<file path="src/rtl/pm_evt_pkg.sv">
// Package: register addresses and shared constants of the power event router.
// Assumes a 3-bit register address space.
package pm_evt_pkg;
    localparam int          REG_AW  = 3;
    localparam logic [2:0]  A_CTL   = 3'd0;
    localparam logic [2:0]  A_STS   = 3'd1;
    localparam logic [2:0]  A_EN    = 3'd2;
    localparam logic [2:0]  A_CMD   = 3'd3;
    localparam logic [2:0]  A_FW    = 3'd4;
endpackage

</file>
<file path="src/rtl/pm_evt_bank.sv">
// Module: sticky event status bits with write-1-to-clear and an enable mask.
// Assumes one-cycle event pulses; a set wins over a clear in the same cycle.
module pm_evt_bank #(
    parameter int NUM_EVT = 8
) (
    input  logic               clk,
    input  logic               rst_n,
    input  logic [NUM_EVT-1:0] evt_in,
    input  logic               sts_clr_we,
    input  logic               en_we,
    input  logic [NUM_EVT-1:0] wdata,
    output logic [NUM_EVT-1:0] sts_q,
    output logic [NUM_EVT-1:0] en_q
);
    for (genvar i = 0; i < NUM_EVT; i++) begin : g_bit
        // Status bit: event sets it, write-1 clears it, set has priority.
        always_ff @(posedge clk) begin
            if (!rst_n)
                sts_q[i] <= 1'b0;
            else if (evt_in[i])
                sts_q[i] <= 1'b1;
            else if (sts_clr_we && wdata[i])
                sts_q[i] <= 1'b0;
        end

        // Enable bit: plain read/write mask.
        always_ff @(posedge clk) begin
            if (!rst_n)
                en_q[i] <= 1'b0;
            else if (en_we)
                en_q[i] <= wdata[i];
        end
    end
endmodule

</file>
<file path="src/rtl/pm_mode_ctl.sv">
// Module: mode bit, command port and firmware-event flag.
// Assumes the firmware side owns the mode bit; bus writes never touch it.
// An OS-only build ties the mode to 1 and removes the command port.
module pm_mode_ctl #(
    parameter bit                DUAL_MODE = 1'b1,
    parameter int                CMD_W     = 8,
    parameter logic [CMD_W-1:0]  CMD_ENTER = 8'hE1,
    parameter logic [CMD_W-1:0]  CMD_LEAVE = 8'hE2
) (
    input  logic             clk,
    input  logic             rst_n,
    input  logic             fw_mode_we,
    input  logic             fw_mode_val,
    input  logic             cmd_we,
    input  logic [CMD_W-1:0] cmd_wdata,
    input  logic             fw_clr_we,
    input  logic             fw_clr_bit,
    output logic             mode_q,
    output logic [CMD_W-1:0] cmd_last,
    output logic             cmd_pend,
    output logic             cmd_is_enter,
    output logic             cmd_is_leave
);
    if (DUAL_MODE) begin : g_dual
        logic             mode_r;
        logic [CMD_W-1:0] last_r;
        logic             pend_r;

        // Mode bit: loaded only by the firmware side path.
        always_ff @(posedge clk) begin
            if (!rst_n)
                mode_r <= 1'b0;
            else if (fw_mode_we)
                mode_r <= fw_mode_val;
        end

        // Command value: holds the last write to the command port.
        always_ff @(posedge clk) begin
            if (!rst_n)
                last_r <= '0;
            else if (cmd_we)
                last_r <= cmd_wdata;
        end

        // Firmware event: set by any command write, cleared by write-1.
        always_ff @(posedge clk) begin
            if (!rst_n)
                pend_r <= 1'b0;
            else if (cmd_we)
                pend_r <= 1'b1;
            else if (fw_clr_we && fw_clr_bit)
                pend_r <= 1'b0;
        end

        assign mode_q       = mode_r;
        assign cmd_last     = last_r;
        assign cmd_pend     = pend_r;
        assign cmd_is_enter = (last_r == CMD_ENTER);
        assign cmd_is_leave = (last_r == CMD_LEAVE);
    end else begin : g_os_only
        logic unused_in;
        assign unused_in    = ^{clk, rst_n, fw_mode_we, fw_mode_val, cmd_we,
                                cmd_wdata, fw_clr_we, fw_clr_bit};
        assign mode_q       = 1'b1;
        assign cmd_last     = '0;
        assign cmd_pend     = 1'b0;
        assign cmd_is_enter = 1'b0;
        assign cmd_is_leave = 1'b0;
    end
endmodule

</file>
<file path="src/rtl/pm_irq_steer.sv">
// Module: steers pending enabled status to the selected interrupt line.
// Assumes the firmware event always goes to the legacy line.
module pm_irq_steer #(
    parameter int NUM_EVT = 8
) (
    input  logic               mode,
    input  logic [NUM_EVT-1:0] sts,
    input  logic [NUM_EVT-1:0] en,
    input  logic               cmd_pend,
    output logic               smi_irq,
    output logic               sci_irq
);
    logic any_pending;

    // Routing: one pending level, split by mode, plus the firmware event.
    always_comb begin
        any_pending = |(sts & en);
        smi_irq     = (any_pending && !mode) || cmd_pend;
        sci_irq     = any_pending && mode;
    end
endmodule

</file>
<file path="src/rtl/pm_evt_router.sv">
// Module: top of the power event router; bus decode, read-back, routing.
// Assumes single-cycle write strobes and a registered read with one-edge latency.
module pm_evt_router
    import pm_evt_pkg::*;
#(
    parameter int               NUM_EVT   = 8,
    parameter int               DW        = 16,
    parameter bit               DUAL_MODE = 1'b1,
    parameter logic [7:0]       CMD_ENTER = 8'hE1,
    parameter logic [7:0]       CMD_LEAVE = 8'hE2
) (
    input  logic               clk,
    input  logic               rst_n,
    input  logic [REG_AW-1:0]  addr,
    input  logic               wr_en,
    input  logic [DW-1:0]      wdata,
    input  logic               rd_en,
    output logic [DW-1:0]      rd_data,
    input  logic [NUM_EVT-1:0] evt_in,
    input  logic               fw_mode_we,
    input  logic               fw_mode_val,
    output logic               smi_irq,
    output logic               sci_irq
);
    localparam int CMD_W = 8;

    logic               sts_clr_we, en_we, cmd_we, fw_clr_we;
    logic [NUM_EVT-1:0] sts_q, en_q;
    logic               mode_q, cmd_pend, cmd_is_enter, cmd_is_leave;
    logic [CMD_W-1:0]   cmd_last;
    logic [DW-1:0]      rd_next;

    // Write decode: one strobe per writable register.
    always_comb begin
        sts_clr_we = wr_en && (addr == A_STS);
        en_we      = wr_en && (addr == A_EN);
        cmd_we     = wr_en && (addr == A_CMD);
        fw_clr_we  = wr_en && (addr == A_FW);
    end

    pm_evt_bank #(.NUM_EVT(NUM_EVT)) u_bank (
        .clk        (clk),
        .rst_n      (rst_n),
        .evt_in     (evt_in),
        .sts_clr_we (sts_clr_we),
        .en_we      (en_we),
        .wdata      (wdata[NUM_EVT-1:0]),
        .sts_q      (sts_q),
        .en_q       (en_q)
    );

    pm_mode_ctl #(
        .DUAL_MODE (DUAL_MODE),
        .CMD_W     (CMD_W),
        .CMD_ENTER (CMD_ENTER),
        .CMD_LEAVE (CMD_LEAVE)
    ) u_mode (
        .clk          (clk),
        .rst_n        (rst_n),
        .fw_mode_we   (fw_mode_we),
        .fw_mode_val  (fw_mode_val),
        .cmd_we       (cmd_we),
        .cmd_wdata    (wdata[CMD_W-1:0]),
        .fw_clr_we    (fw_clr_we),
        .fw_clr_bit   (wdata[0]),
        .mode_q       (mode_q),
        .cmd_last     (cmd_last),
        .cmd_pend     (cmd_pend),
        .cmd_is_enter (cmd_is_enter),
        .cmd_is_leave (cmd_is_leave)
    );

    pm_irq_steer #(.NUM_EVT(NUM_EVT)) u_steer (
        .mode     (mode_q),
        .sts      (sts_q),
        .en       (en_q),
        .cmd_pend (cmd_pend),
        .smi_irq  (smi_irq),
        .sci_irq  (sci_irq)
    );

    // Read mux: addressed register, zero-extended; unmapped reads 0.
    always_comb begin
        rd_next = '0;
        case (addr)
            A_CTL:   rd_next[0]           = mode_q;
            A_STS:   rd_next[NUM_EVT-1:0] = sts_q;
            A_EN:    rd_next[NUM_EVT-1:0] = en_q;
            A_CMD:   rd_next[CMD_W-1:0]   = cmd_last;
            A_FW:    rd_next[2:0]         = {cmd_is_leave, cmd_is_enter, cmd_pend};
            default: rd_next              = '0;
        endcase
    end

    // Read register: captures the mux on a read strobe.
    always_ff @(posedge clk) begin
        if (!rst_n)
            rd_data <= '0;
        else if (rd_en)
            rd_data <= rd_next;
    end
endmodule

</file>
<file path="config.mk">
export PLATFORM = sky130hd
export DESIGN_NAME = pm_evt_router
export DESIGN_NICKNAME = d
export VERILOG_FILES = /design/src/rtl/pm_evt_pkg.sv /design/src/rtl/pm_evt_bank.sv /design/src/rtl/pm_mode_ctl.sv /design/src/rtl/pm_irq_steer.sv /design/src/rtl/pm_evt_router.sv
export SDC_FILE = /design/constraint.sdc
export NUM_CORES = 1
export LEC_CHECK = 0
export ABC_AREA = 1
export BUFFER_PORTS_ARGS = -buffer_cell sky130_fd_sc_hd__buf_2
export CAP_MARGIN = 10
export CORE_MARGIN = 1
export CORE_UTILIZATION = 25
export CTS_BUF_LIST = sky130_fd_sc_hd__clkbuf_2 sky130_fd_sc_hd__clkbuf_4 sky130_fd_sc_hd__clkbuf_8
export DETAILED_ROUTE_END_ITERATION = 8
export GPL_ROUTABILITY_DRIVEN = 0
export PLACE_DENSITY = 0.54
export SETUP_SLACK_MARGIN = 0.05
export SLEW_MARGIN = 0
export SYNTH_ARGS = -nofsm -noshare
export SYNTH_HDL_FRONTEND = slang
export SYNTH_HIERARCHICAL = 1
export SYNTH_SLANG_ARGS = --single-unit
</file>
<file path="constraint.sdc">
create_clock -name clk -period 1.77 [get_ports clk]
set_input_delay 0.177 -clock clk [delete_from_list [all_inputs] [get_ports clk]]
set_output_delay 0.177 -clock clk [all_outputs]
set_load 0.05 [all_outputs]
</file>
# Word level (Yosys, flattened, before mapping)
# Cells that the tools add are included.
# W data, S select, Z words.
# op_classes
bitwise	1
n_reduce_logical	28
n_mux	21
eq_ne	6
# op_table
operator	n
$mux W1	18
$reduce_bool A2 Y1	9
$eq A8 B8 Y1 const B	2
$logic_and A1 B1 Y1	15
$pmux W5 S3	1
$and A8 B8 Y8	1
$pmux W2 S4	1
$reduce_or A8 Y1	1
$eq A3 B2 Y1 const B	2
$pmux W1 S5	1
$eq A3 B1 Y1 const B	1
$eq A3 B3 Y1 const B	1
$logic_not A3 Y1	1
$logic_not A1 Y1	1
$logic_or A1 B1 Y1	1
# totals
out_inout_bits	18
register_bits	34
elab_cells	76
in_bits	33

# Longest topological paths before layout
# depth
word_depth	5
depth_mapped	8
mapped_depth_nobuf	8

# By module
# The synthesis kept the hierarchy.
# modules_own_cells
module	area_each_um2	seq_area_each_um2	cells_per_inst	n_inst
pm_evt_router	624.3	160.2	99	1
pm_evt_bank	563.0	320.3	75	1
pm_mode_ctl	386.6	200.2	55	1
pm_irq_steer	81.3	0.0	20	1

# Worst setup path after synthesis
# No wires, ideal clock.
# synth_path
kind	register to output
start	register u_bank.sts_q[5]
end	output sci_irq
required_ns	1.593
setup_slack_ns	0.327
n_path_buf	0
arrival_ns	1.266
path_stages_with_launch	5
cell_sequence	dfxtp_1 > nand2_1 > nand2_1 > nor2_2 > a21oi_1
# synth_via
elab_chain_len	3
# synth_rtl
item	line	source
start, declared	pm_evt_bank.sv:12	output logic [NUM_EVT-1:0] sts_q,
start signal, assigned by index	pm_evt_bank.sv:19	sts_q[i] <= 1'b0;
start signal, assigned by index	pm_evt_bank.sv:21	sts_q[i] <= 1'b1;
start signal, assigned by index	pm_evt_bank.sv:23	sts_q[i] <= 1'b0;
$and A8 B8 Y8	pm_irq_steer.sv:17	any_pending = |(sts & en);
$reduce_or A8 Y1	pm_irq_steer.sv:17	
$logic_and A1 B1 Y1	pm_irq_steer.sv:19	sci_irq = any_pending && mode;
end, declared	pm_evt_router.sv:23	output logic sci_irq
# Every way passes these cells.

# Worst setup path in the final report
# layout_path
start	register u_bank.sts_q[2]
end	output smi_irq
# layout_via
elab_chain_len	4
# layout_rtl
item	line	source
$and A8 B8 Y8	pm_irq_steer.sv:17	
$reduce_or A8 Y1	pm_irq_steer.sv:17	
$logic_and A1 B1 Y1	pm_irq_steer.sv:18	smi_irq = (any_pending && !mode) || cmd_pend;
$logic_or A1 B1 Y1	pm_irq_steer.sv:18	
end, declared	pm_evt_router.sv:22	output logic smi_irq,
# Every way passes these cells.

==> impl_metrics.toml <==
[sta]
rsz0062_at_grt = "no"
clock.fmax_ghz = 0.673
setup-tns-final_ns = 0
fin_ws_ns = 0.284
min_period_over_period = 0.840
setup_violations = 0
drv_slew = 0
finalHoldViolCount = 0
fin_skew_ns = 0.00256
period_needed_ns = 1.49

[setup_path]
worst_setup_path_end_kind = "output pin"
cp.arrival_ns = 1.31
critPathLaunchType = "register"
cp_max_fo = 3
crit_type = "register to output pin"
cp.required_ns = 1.59

[grt]
overflow = 0
grt_pass1_vias = 1520
antenna_found_initial = 0
grt_pass1_wl_um = 7350
grt_max_degree = 22
grt.total_usage = 0.136

[place]
io_buffers = 34
place_ws_ns = 0.427
place_area_um2 = 1880
dp_hpwl_um = 3240

[hold_path]
worst_hold_path_type = "primary input to register"

[floorplan]
die_area_um2 = 6950
rows = 29
dieHeight_um = 83.4
core_area_um2 = 6390
start_util = 0.259
die_w_um = 83.4
pin_count = 51

[yosys]
synthCells = 249
synthTopCellsByCount = "nand2_1, nor2_1, dfxtp_1"
syn_area_per_cell_um2 = 6.65
synthTopCellsByArea = "dfxtp_1, nand2_1, nor2_1"
ys_types = 20
synth_most_common_cell = "nand2_1"
async_reset_ff_frac = 0
synth.yosys.seq_area_share = 0.411
yosysWarnings = 6
yosysTopAreaCellShare = 0.411
synth_top_cell_by_area = "dfxtp_1"
ys_seq_elements = 34
synth_area_um2 = 1660
synth-edff-count = 0
ys.flop_type = "dfxtp_1"

[routing]
drt_wl_total_um = 4380
routed_via_density = 4.56
ant_nets = 0
firstDrtPassIters = 4
drt_iter0_drc = 131
vias = 1652
drc = 0
wl_per_cell_um = 12.1

[cts]
cts_buffers = 5
clkSlewWorstSetupHoldPaths_ns = 0.07
cts_hold_buffers = 0
ctsResizeCount = 0
cts_tree = "done"
clock_sinks = 34
cts_root_buffer = "clkbuf_8"
clk_latency_ns = 0.29
cts.path.max_buffers = 2
h-tree-depth = 2
post_cts_buffers = 0

[outcome]
status = "finished clean"

[layout]
final_nets = 319
final_area_um2 = 1960
syn2layout_area_growth_pct = 18.6
drive_above_1_share = 0.189
n_antenna_cell = 0
finish.utilization = 0.307
fillers = 718

[job]
maxCapViolCount = 0

[power_and_ir_drop]
leakage_uw = 0.000951
ir_worst_vdd_mv = 0.328
p_per_area_nw_per_um2 = 824
worst max-delay path, cell delays in order (launching register included):
cell and delay (ns):
dfxtp_1 0.37, nand2_1 0.08, nand2_1 0.08, nor2_2 0.04, nand2_1 0.06, nand2_1 0.06
nand2_1 0.07, buf_2 0.26
report_power, final:
group          switching, uW  internal, uW
combinational            168          60.2
clock                    267           300
sequential              25.9           798
total                    461          1160
state kept, by name, indices dropped and copies added, names as in the netlist:
name             cells
u_mode/cmd_pend      1
u_bank/en_q          8
rd_data              8
u_mode/mode_q        1
u_bank/sts_q         8
u_mode/cmd_last      8
per-layer routing:
layer	up-vias	routed length (um)	GRT usage
met5	-	0	0
met4	0	57	0.0423
met3	6	280	0.0467
met2	60	1760	0.194
met1	728	2290	0.191
li1	858	-	-
through the flow:
| stage | power (uW) | hold WS (ns) | std cells |
|---|---|---|---|
| after floorplan | 1000 | 0.299 | 256 |
| after global placement | 1060 | 0.406 | 356 |
| after detailed placement | 1070 | 0.407 | 356 |
| after CTS | 1630 | 0.121 | 362 |
| after global routing | 1710 | 0.136 | 362 |
| final | 1620 | 0.116 | 362 |
cell usage in the layout (no fill, tap or decap), drive strengths merged:
cell / instances
conb: 8
nor4: 2
inv: 23
buf: 37
clkinv: 1
nor2: 45
o21ai: 18
dfxtp: 34
nand3: 12
nand4: 12
clkbuf: 6
nand2: 65
a21oi: 17
o21bai: 2
nor3: 3
cell type report:
type                            count  area (um2)  share of cell area
Sequential cell                    34         681               0.347
Multi-Input combinational cell    184         821               0.418
Timing Repair Buffer               37         193              0.0982
Clock buffer                        6        82.6              0.0421
Tap cell                           77        96.3              0.0491
Inverter                           24        90.1              0.0459
path summary, 6_finish.rpt:
kind / start / end / cells past startpoint / slack [ns]
setup / recovery: u_bank/sts_q[2]$_SDFFE_PN0P_ / smi_irq / 7 / 0.28
hold / removal: fw_mode_val / u_mode/mode_q$_SDFFE_PN0P_ / 3 / 0.12
setup reg to reg: u_mode/cmd_last[5]$_SDFFE_PN0P_ / rd_data[2]$_SDFFE_PN0P_ / 8 / 0.70
hold reg to reg: rd_data[1]$_SDFFE_PN0P_ / rd_data[1]$_SDFFE_PN0P_ / 2 / 0.46
logic make-up after synthesis:
logic type | Yosys count | synth area share
and+or+nand+nor | 139 | 0.361
AOI/OAI and AO/OA | 37 | 0.117
DFF | 34 | 0.411
other | 1 | 0.00227
buffers and inverters | 38 | 0.109
Note: power is estimated with default switching activity, not from simulation.
